$ cat config.mk
export PLATFORM = sky130hd
export DESIGN_NAME = resGateSeq
export DESIGN_NICKNAME = d
export VERILOG_FILES = /design/src/rtl/resGatePkg.sv /design/src/rtl/seqCtrl.sv /design/src/rtl/gateDatapath.sv /design/src/rtl/resGateSeq.sv
export SDC_FILE = /design/constraint.sdc
export NUM_CORES = 1
export LEC_CHECK = 0
export BUFFER_PORTS_ARGS = -buffer_cell sky130_fd_sc_hd__buf_2
export CAP_MARGIN = 20
export CORE_ASPECT_RATIO = 1.1
export CORE_UTILIZATION = 28
export DETAILED_ROUTE_END_ITERATION = 12
export PLACE_DENSITY = 0.48
export RECOVER_POWER = 25
export SKIP_LAST_GASP = 1
export SLEW_MARGIN = 20
export SYNTH_ARGS = -nofsm -noshare
export SYNTH_HDL_FRONTEND = slang
export SYNTH_HIERARCHICAL = 1
export SYNTH_SLANG_ARGS = --single-unit
$ cat constraint.sdc
create_clock -name clk -period 4.4 [get_ports clk]
set_input_delay 1.1 -clock clk [delete_from_list [all_inputs] [get_ports clk]]
set_output_delay 1.1 -clock clk [all_outputs]
set_load 0.01 [all_outputs]
$ cat src/rtl/resGatePkg.sv
package resGatePkg;
  localparam int HALF_LEN_DEF = 77;
  localparam int CNT_W = $clog2(HALF_LEN_DEF + 1);

  typedef struct packed {
    logic run;
    logic loadSet;
    logic phase;
    logic [CNT_W-1:0] cnt;
  } ctrlStrb_t;
endpackage

$ cat src/rtl/seqCtrl.sv
module seqCtrl
  import resGatePkg::*;
#(
  parameter int HALF_LEN = HALF_LEN_DEF
) (
  input  logic      clk,
  input  logic      rst,
  input  logic      enable,
  output ctrlStrb_t strb,
  output logic      halfStart
);
  localparam logic [CNT_W-1:0] LAST = CNT_W'(HALF_LEN - 1);

  logic [CNT_W-1:0] cnt;
  logic phase;
  logic run;
  logic atLast;

  assign atLast = (cnt == LAST);

  always_ff @(posedge clk) begin
    if (rst || !enable) begin
      run   <= 1'b0;
      cnt   <= '0;
      phase <= 1'b0;
    end else if (!run) begin
      run   <= 1'b1;
      cnt   <= '0;
      phase <= 1'b0;
    end else if (atLast) begin
      cnt   <= '0;
      phase <= ~phase;
    end else begin
      cnt <= cnt + 1'b1;
    end
  end

  assign strb.run     = run;
  assign strb.loadSet = enable && (!run || atLast);
  assign strb.phase   = phase;
  assign strb.cnt     = cnt;
  assign halfStart    = run && (cnt == '0);


  disable_stop_chk: assert property (@(posedge clk) disable iff (rst)
    !enable |=> !run);


  strobe_single_chk: assert property (@(posedge clk) disable iff (rst)
    halfStart |=> !halfStart);


  half_wrap_chk: assert property (@(posedge clk) disable iff (rst)
    (run && atLast && enable) |=> (cnt == '0) && (phase != $past(phase)));
endmodule

$ cat src/rtl/gateDatapath.sv
module gateDatapath
  import resGatePkg::*;
#(
  parameter int HALF_LEN = HALF_LEN_DEF
) (
  input  logic             clk,
  input  logic             rst,
  input  ctrlStrb_t        strb,
  input  logic [CNT_W-1:0] setpoint,
  output logic [1:0]       ppDrive,
  output logic             pwmGate,
  output logic             clampGate
);
  localparam int SUM_W = CNT_W + 2;
  localparam logic [CNT_W-1:0] LAST = CNT_W'(HALF_LEN - 1);
  localparam logic [CNT_W-1:0] FULL = CNT_W'(HALF_LEN);

  function automatic logic [CNT_W-1:0] mapSet(input logic [CNT_W-1:0] s);
    if (s >= FULL) return FULL;
    else if (s == LAST) return CNT_W'(HALF_LEN - 2);
    else return s;
  endfunction

  logic [CNT_W-1:0] nEff;
  logic [SUM_W-1:0] c, dly, pwmEnd;
  logic inPulse, outsideGap;

  always_ff @(posedge clk) begin
    if (rst) nEff <= '0;
    else if (strb.loadSet) nEff <= mapSet(setpoint);
  end

  assign c      = SUM_W'(strb.cnt);
  assign dly    = (SUM_W'(HALF_LEN) - SUM_W'(nEff)) >> 2;
  assign pwmEnd = dly + SUM_W'(nEff);

  assign inPulse    = (nEff != '0) && (c >= dly) && (c < pwmEnd);
  assign outsideGap = (nEff == '0) || ((c + SUM_W'(2)) <= dly) ||
                      (c >= (pwmEnd + SUM_W'(1)));

  assign pwmGate   = strb.run && inPulse;
  assign clampGate = strb.run && (strb.cnt != '0) && (strb.cnt != LAST) && outsideGap;

  for (genvar p = 0; p < 2; p++) begin : ppGen
    assign ppDrive[p] = strb.run && (strb.phase == 1'(p)) && (strb.cnt != LAST);
  end


  pp_gap_a_chk: assert property (@(posedge clk) disable iff (rst)
    ppDrive[0] |=> !ppDrive[1]);

  pp_gap_b_chk: assert property (@(posedge clk) disable iff (rst)
    ppDrive[1] |=> !ppDrive[0]);

  pwm_clamp_gap_chk: assert property (@(posedge clk) disable iff (rst)
    pwmGate |=> !clampGate);

  clamp_pwm_gap_chk: assert property (@(posedge clk) disable iff (rst)
    clampGate |=> !pwmGate);

  no_overlap_chk: assert property (@(posedge clk) disable iff (rst)
    !(pwmGate && clampGate));

  level_range_chk: assert property (@(posedge clk) disable iff (rst)
    (nEff != LAST) && (nEff <= FULL));

  level_hold_chk: assert property (@(posedge clk) disable iff (rst)
    !$past(strb.loadSet) |-> $stable(nEff));
endmodule

$ cat src/rtl/resGateSeq.sv
module resGateSeq
  import resGatePkg::*;
#(
  parameter int HALF_LEN = HALF_LEN_DEF
) (
  input  logic             clk,
  input  logic             rst,
  input  logic             enable,
  input  logic [CNT_W-1:0] setpoint,
  output logic             driveA,
  output logic             driveB,
  output logic             pwmGate,
  output logic             clampGate,
  output logic             halfStart
);
  ctrlStrb_t strb;
  logic [1:0] ppDrive;

  seqCtrl #(.HALF_LEN(HALF_LEN)) ctrl_i (
    .clk(clk), .rst(rst), .enable(enable), .strb(strb), .halfStart(halfStart)
  );

  gateDatapath #(.HALF_LEN(HALF_LEN)) dp_i (
    .clk(clk), .rst(rst), .strb(strb), .setpoint(setpoint),
    .ppDrive(ppDrive), .pwmGate(pwmGate), .clampGate(clampGate)
  );

  assign driveA = ppDrive[0];
  assign driveB = ppDrive[1];
endmodule

==> results.toml, run 1 <==
[run_status]
outcome = "completed"

[worst_setup_path]
critPathSlowestCell = "fa_2"
path_class = "flop to output pin"
worstPathMaxFanout = 4
path_cells = "ha_4 > inv_2 > ha_4 > fa_2 > xor2_1 > and3_1 > and3b_2 > nor2b_2 > xor2_1 > ha_1 > nand2_1 > o21ai_2 > nand3_1 > o211ai_1 > buf_2"
worstPathRequired_ns = 3.30
end_kind = "output pin"
crit_arrival_ns = 3.24
cpPeakStageDelay_ns = 0.43
startpoint_type = "flop"

[cells_and_area]
final_cell_mix = "35 x ha_1, 27 x buf_4, 20 x inv_1, 20 x nor2_1, 17 x nand2_1"
drive_above_1_share = 0.279
diodes = 0
synthToLayoutAreaGrowth_pct = 32.0
layout_commonest_cell = "ha_1"
fin_nets = 353
finalNonFillerCells = 383
n_fill_cell = 725

[power]
powerDensity_nw_per_um2 = 193
p_seq_frac = 0.300
sw_frac_of_total = 0.354
pwr-share-clk = 0.204
p_leak_nw = 1.24
intPower_mw = 0.338
combinationalPowerShare = 0.496
switchingPower_mw = 0.185
peakVddDrop_mv = 0.137

[drt]
initialDrtViolationCount = 55
postRouteAntennaNets = 0
drc = 0
dr.pass1.iters = 4
drt-wirelength-per-cell_um = 13.3
drt_wl_total_mm = 5.09
vias_per_cell = 5.03
via_count = 1928

[global_route]
grt_overflow = 0
grt_pass1_wl_mm = 8.36
grt_pass1_vias = 1769
grt_util_all_layers = 0.133
grt_max_degree = 14
antenna_found_initial = 0

[timing]
setup_slack_ns = 0.0588
setup_viol = 0
maxSlewHeadroom = 0.471
finalMaxSlewViolations = 0
max_freq_ghz = 0.230
finalCriticalPeriod_ns = 4.34
rsz0062_at_grt = "true"
clock-skew-final_ns = 0.00219
tightest_slew_ns = 0.785
timing.hold.ws_ns = 0.504
finalCritPeriodShare = 0.987
hold_violations = 0

[yosys]
postSynthAreaPerCell_um2 = 8.06
synth_edf_count = 0
synthFlopType = "dfxtp_1"
postSynthCellCount = 255
synth_nets = 308
syn-cell-area_um2 = 2050
yosysWarnings = 6
async_reset_ff_frac = 0
yosysSeqAreaShare = 0.156
ys_ff_latch = 16
synth.distinct_cells = 47

[place]
dp_cells = 371
place_ws_ns = 0.00628
hpwlAfterDp_mm = 3.95
gp_congestion = 0.782
port_buffers = 14

[clocking]
clockBufferDepth = 2
clock_sinks = 16
insertion_delay_ns = 0.24
holdBufCountCts = 0
cts_made_buffers = 3
clk_pin_slew_ns = 0.06
cts_tree = "done"
htreeDepth = 1
root_buffer = "clkbuf_8"

[worst_hold_path]
hold_path_class = "flop to flop"

[die]
coreArea_um2 = 7050
start_util = 0.292
die_x_um = 83.7
die-area_um2 = 7680
ios = 15
rows = 32
die_h_um = 91.8

[flow_run]
drv_cap = 0
[state kept, by name (all words and copies together) (netlist names)]
name,cells
ctrl_i/phase,1
ctrl_i/cnt,7
ctrl_i/run,1
dp_i/nEff,7
[routing by layer]
| layer | vias up | track usage | wire length [µm] |
|---|---|---|---|
| li1 | 1011 | - | - |
| met1 | 891 | 0.175 | 2400 |
| met2 | 24 | 0.230 | 2530 |
| met3 | 2 | 0.00720 | 114 |
| met4 | 0 | 0.0424 | 41 |
| met5 | - | 0 | 0 |
[kinds of logic after synthesis]
kind of cell | synth area share
xor gates and xnor gates | 0.0804
muxes | 0.00974
buffers and inverters | 0.0493
AOI/OAI and AO/OA | 0.160
and+or+nand+nor | 0.279
DFF | 0.156
adders and majority gates | 0.266
[worst max-delay path, delay by kind of cell (launching register included)]
kind	cells	cell delay, ns
fa+ha+maj	4	1.12
simple gates	5	0.69
flops	1	0.37
xor+xnor	2	0.31
compound gates	2	0.31
buf+inv	2	0.20
[worst paths after layout]
| check | startpoint | to | slack (ns) | depth (start not counted) |
|---|---|---|---|---|
| max reg2reg | ctrl_i/cnt[1] | dp_i/nEff[1] | 2.12 | 8 |
| min | ctrl_i/phase | ctrl_i/phase | 0.50 | 2 |
| min reg2reg | ctrl_i/phase | ctrl_i/phase | 0.50 | 2 |
| max | dp_i/nEff[2] | clampGate | 0.06 | 15 |
[cell type report]
cell class                 count  area, µm²  share of cell area
clock buffer                   3       41.3              0.0152
inverter                      22       82.6              0.0304
multi-input combinational    214       1860               0.685
sequential                    16        329               0.121
tap                           85        106              0.0392
timing repair buffer          43        294               0.108
[synthesized netlist by cell type, drive strengths merged (3+ instances only)]
library cell | number | area, µm²
ha | 42 | 526
nand3b | 4 | 30.0
nand2 | 18 | 67.6
or3b | 3 | 28.8
nor4 | 4 | 31.3
nor2b | 4 | 25.0
o211ai | 3 | 22.5
o21ai | 14 | 70.1
a211oi | 5 | 42.5
xnor2 | 6 | 52.6
inv | 22 | 82.6
nand3 | 15 | 87.6
dfxtp | 16 | 320
and3 | 5 | 31.3
or3 | 3 | 18.8
xor2 | 12 | 113
nand2b | 6 | 37.5
a21o | 4 | 30.0
a21oi | 16 | 80.1
a31oi | 3 | 18.8
nor2 | 20 | 75.1
[through the flow]
| stage | setup TNS (ns) | utilization | total power [mW] | instance area, µm² |
|---|---|---|---|---|
| final | 0 | 0.385 | 0.523 | 2710 |
| after global routing | -0.279 | 0.385 | 0.565 | 2710 |
| after CTS | -0.0239 | 0.355 | 0.487 | 2500 |
| after detailed placement | 0 | 0.335 | 0.358 | 2360 |
| after global placement | 0 | 0.335 | 0.358 | 2360 |
| after floorplan | 0 | - | 0.296 | 2050 |
[timing repair]
| action | CTS | global route |
|---|---|---|
| pin swaps | 5 | 19 |
| endpoints found under the setup margin | 2 | 2 |
| resized for setup | 20 | 29 |
| setup buffers | 1 | 8 |
| cloned | 0 | 0 |
[power by group through the flow]
stage	Combinational, mW	Clock, mW	Sequential [mW]
2_1_floorplan	0.138	0	0.158
3_3_place_gp	0.200	0	0.158
3_5_place_dp	0.200	0	0.158
4_1_cts	0.220	0.112	0.155
5_1_grt	0.289	0.118	0.158
6_report	0.259	0.107	0.157
No activity file was read; power rests on OpenSTA's default activity.
==> inputs of run 2 (changes only) <==
--- a/config.mk
+++ b/config.mk
@@ -16,5 +16,4 @@
 export SLEW_MARGIN = 20
 export SYNTH_ARGS = -nofsm -noshare
 export SYNTH_HDL_FRONTEND = slang
-export SYNTH_HIERARCHICAL = 1
 export SYNTH_SLANG_ARGS = --single-unit
==> run 2 against run 1 <==
Fmax is 1.5% lower. Sequential power is essentially flat. Combinational power is 11% lower. Design area decreased by 9.1%. Die area down 5.2%. Critical path depth decreased by 5. First-iteration DRC count shrank 47%. Power decreased by 5.2%. Synthesized cell count down 5.9%. The run now ends with negative setup slack left. Flip-flop and latch count unchanged.
==> results.toml, run 2 <==
[run_status]
outcome = "finished, violations left"
violations = "negative setup slack"

[place]
dp_cells = 343
place_ws_ns = 0.0368
hpwlAfterDp_mm = 3.70
gp_congestion = 0.762
port_buffers = 14
dpl_cell_area_um2 = 2180

[yosys]
yosysSeqAreaShare = 0.165
synth_edf_count = 0
postSynthAreaPerCell_um2 = 8.11
synth.area.top_cells = "ha_1 26%, dfxtp_1 16%, xnor2_1 4.5%, xor2_1 4.5%, nor2_1 4.2%"
postSynthCellCount = 240
synth_most_common_cell = "ha_1"
syn-cell-area_um2 = 1950
synth_nets = 292
synth.distinct_cells = 45
synthFlopType = "dfxtp_1"
synth_area_leader_cell = "ha_1"
yosysWarnings = 0
async_reset_ff_frac = 0
synth_top_area_frac = 0.264
synth_commonest_cells = "41 x ha_1, 22 x nor2_1, 20 x nand2_1"
ys_ff_latch = 16

[timing]
clock-skew-final_ns = 0.00144
finalMaxSlewViolations = 0
finalCriticalPeriod_ns = 4.41
maxSlewHeadroom = 0.526
timing.hold.ws_ns = 0.480
setup_slack_ns = -0.00760
hold_violations = 0
rsz0062_at_grt = "true"
max_freq_ghz = 0.227
setup_viol = 1
finalCritPeriodShare = 1.00
tightest_slew_ns = 0.705

[worst_setup_path]
r2r_end = "dp_i.nEff[1]"
worstPathRequired_ns = 3.30
rr_startpoint = "ctrl_i.cnt[1]"
end_kind = "output pin"
crit_arrival_ns = 3.31
path_class = "flop to output pin"
worst-r2r-setup-slack_ns = 2.34
startpoint_type = "flop"
r2r_cells = 8
worstPathMaxFanout = 3

[die]
start_util = 0.293
die-area_um2 = 7290
die_x_um = 81.5
rows = 31
die_h_um = 89.4
coreArea_um2 = 6630
ios = 15

[clocking]
cts_tree = "done"
clockBufferDepth = 2
htreeDepth = 1
cts_made_buffers = 3
clk_pin_slew_ns = 0.06
insertion_delay_ns = 0.24
clock_sinks = 16
root_buffer = "clkbuf_8"

[cells_and_area]
largest_registers = "ctrl_i.cnt x7, dp_i.nEff x7"
diodes = 0
final_cell_mix = "35 x ha_1, 21 x nor2_1, 18 x nand2_1, 16 x inv_1, 16 x buf_4"
layout_commonest_cell = "ha_1"
synthToLayoutAreaGrowth_pct = 26.8
n_fill_cell = 706
drive_above_1_share = 0.256
fin_nets = 324
final_area_um2 = 2470
seqCellArea_um2 = 329
multi_input_comb_area_um2 = 1740
finalNonFillerCells = 352

[global_route]
grt_util_all_layers = 0.141
grt_overflow = 0
antenna_found_initial = 0
grt_pass1_wl_mm = 8.02
grt_pass1_vias = 1730
grt_max_degree = 12

[worst_hold_path]
holdCritStartpoint = "ctrl_i.cnt[0]"
whs_endpoint = "ctrl_i.cnt[0]"
min_path_cells = 1
hold_path_class = "flop to flop"

[drt]
dr.pass1.iters = 3
vias_per_cell = 4.94
postRouteAntennaNets = 0
drt_wl_total_mm = 4.59
drt-wirelength-per-cell_um = 13.1
drc = 0
initialDrtViolationCount = 29
via_count = 1738

[flow_run]
drv_cap = 0

[power]
peakVddDrop_mv = 0.117
powerDensity_nw_per_um2 = 201
p_leak_nw = 1.13
power.total_mw = 0.496
## run 2: changes by cell type after synthesis, moves of 3 or more
cell	delta
inv_1	-5
nand2b_1	-3
o21ai_1	-6
xnor2_1	+4
nor3_1	+5
a21o_1	+3
a21oi_1	-4
nand3_1	-4
## run 2: cell families after synthesis
group,synth area share
multiplexers,0.0154
AND/OR/NAND/NOR,0.246
adder cells (fa/ha/maj),0.274
AO/OA/AOI/OAI,0.163
XOR/XNOR,0.0984
buffers and inverters,0.0386
flip-flops,0.165
## run 2: how the worst max path moves through the flow
stage | startpoint | slack [ns] | endpoint
final | dp_i.nEff[2] | -0.008 | clampGate
after CTS | dp_i.nEff[1] | 0.005 | clampGate
after global placement | dp_i.nEff[1] | 0.08 | clampGate
after detailed placement | dp_i.nEff[1] | 0.04 | clampGate
after floorplan | dp_i.nEff[1] | 0.04 | clampGate
after global routing | dp_i.nEff[1] | -0.18 | clampGate
## run 2: what timing repair did
action / in CTS / in global routing
setup endpoints to repair: 2 / 2
setup buffers: 3 / 3
endpoints found under the hold margin: 0 / 0
resized for setup: 17 / 27
pin swaps: 5 / 9
hold buffers: 0 / 0
## run 2: layout make-up
cell class / instances / area share
clock buffers: 3 / 0.0167
inverters: 17 / 0.0259
multi-input cells: 204 / 0.706
flip-flops and latches: 16 / 0.133
well taps: 82 / 0.0416
repair buffers: 30 / 0.0766
## run 2: worst max-delay path, stage by stage, from the launching register on
cell	delay, ns
dfxtp_2	0.33
ha_2	0.31
inv_1	0.06
ha_1	0.21
fa_2	0.63
nand3_2	0.10
or3b_4	0.40
or4_4	0.52
mux2i_1	0.14
o31ai_1	0.18
buf_2	0.17
## run 2: metal layers
| layer | wire [µm] | global-route usage | part of all wire |
|---|---|---|---|
| met5 | 0 | 0 | 0 |
| met4 | 0 | 0.0179 | 0 |
| met3 | 74 | 0.0255 | 0.016 |
| met2 | 2280 | 0.251 | 0.50 |
| met1 | 2240 | 0.179 | 0.49 |
## run 2: per-stage QoR
step	setup TNS [ns]	util
after floorplan	0	-
after global placement	0	0.329
after detailed placement	0	0.329
after CTS	0	0.351
after global routing	-0.183	0.372
final	-0.00760	0.372
## run 2: power breakdown
| group | total (mW) | internal, mW | switching [mW] | leakage, nW |
|---|---|---|---|---|
| logic | 0.231 | 0.111 | 0.119 | 0.981 |
| clock network | 0.108 | 0.0605 | 0.0470 | 0.0216 |
| registers | 0.158 | 0.150 | 0.00786 | 0.133 |
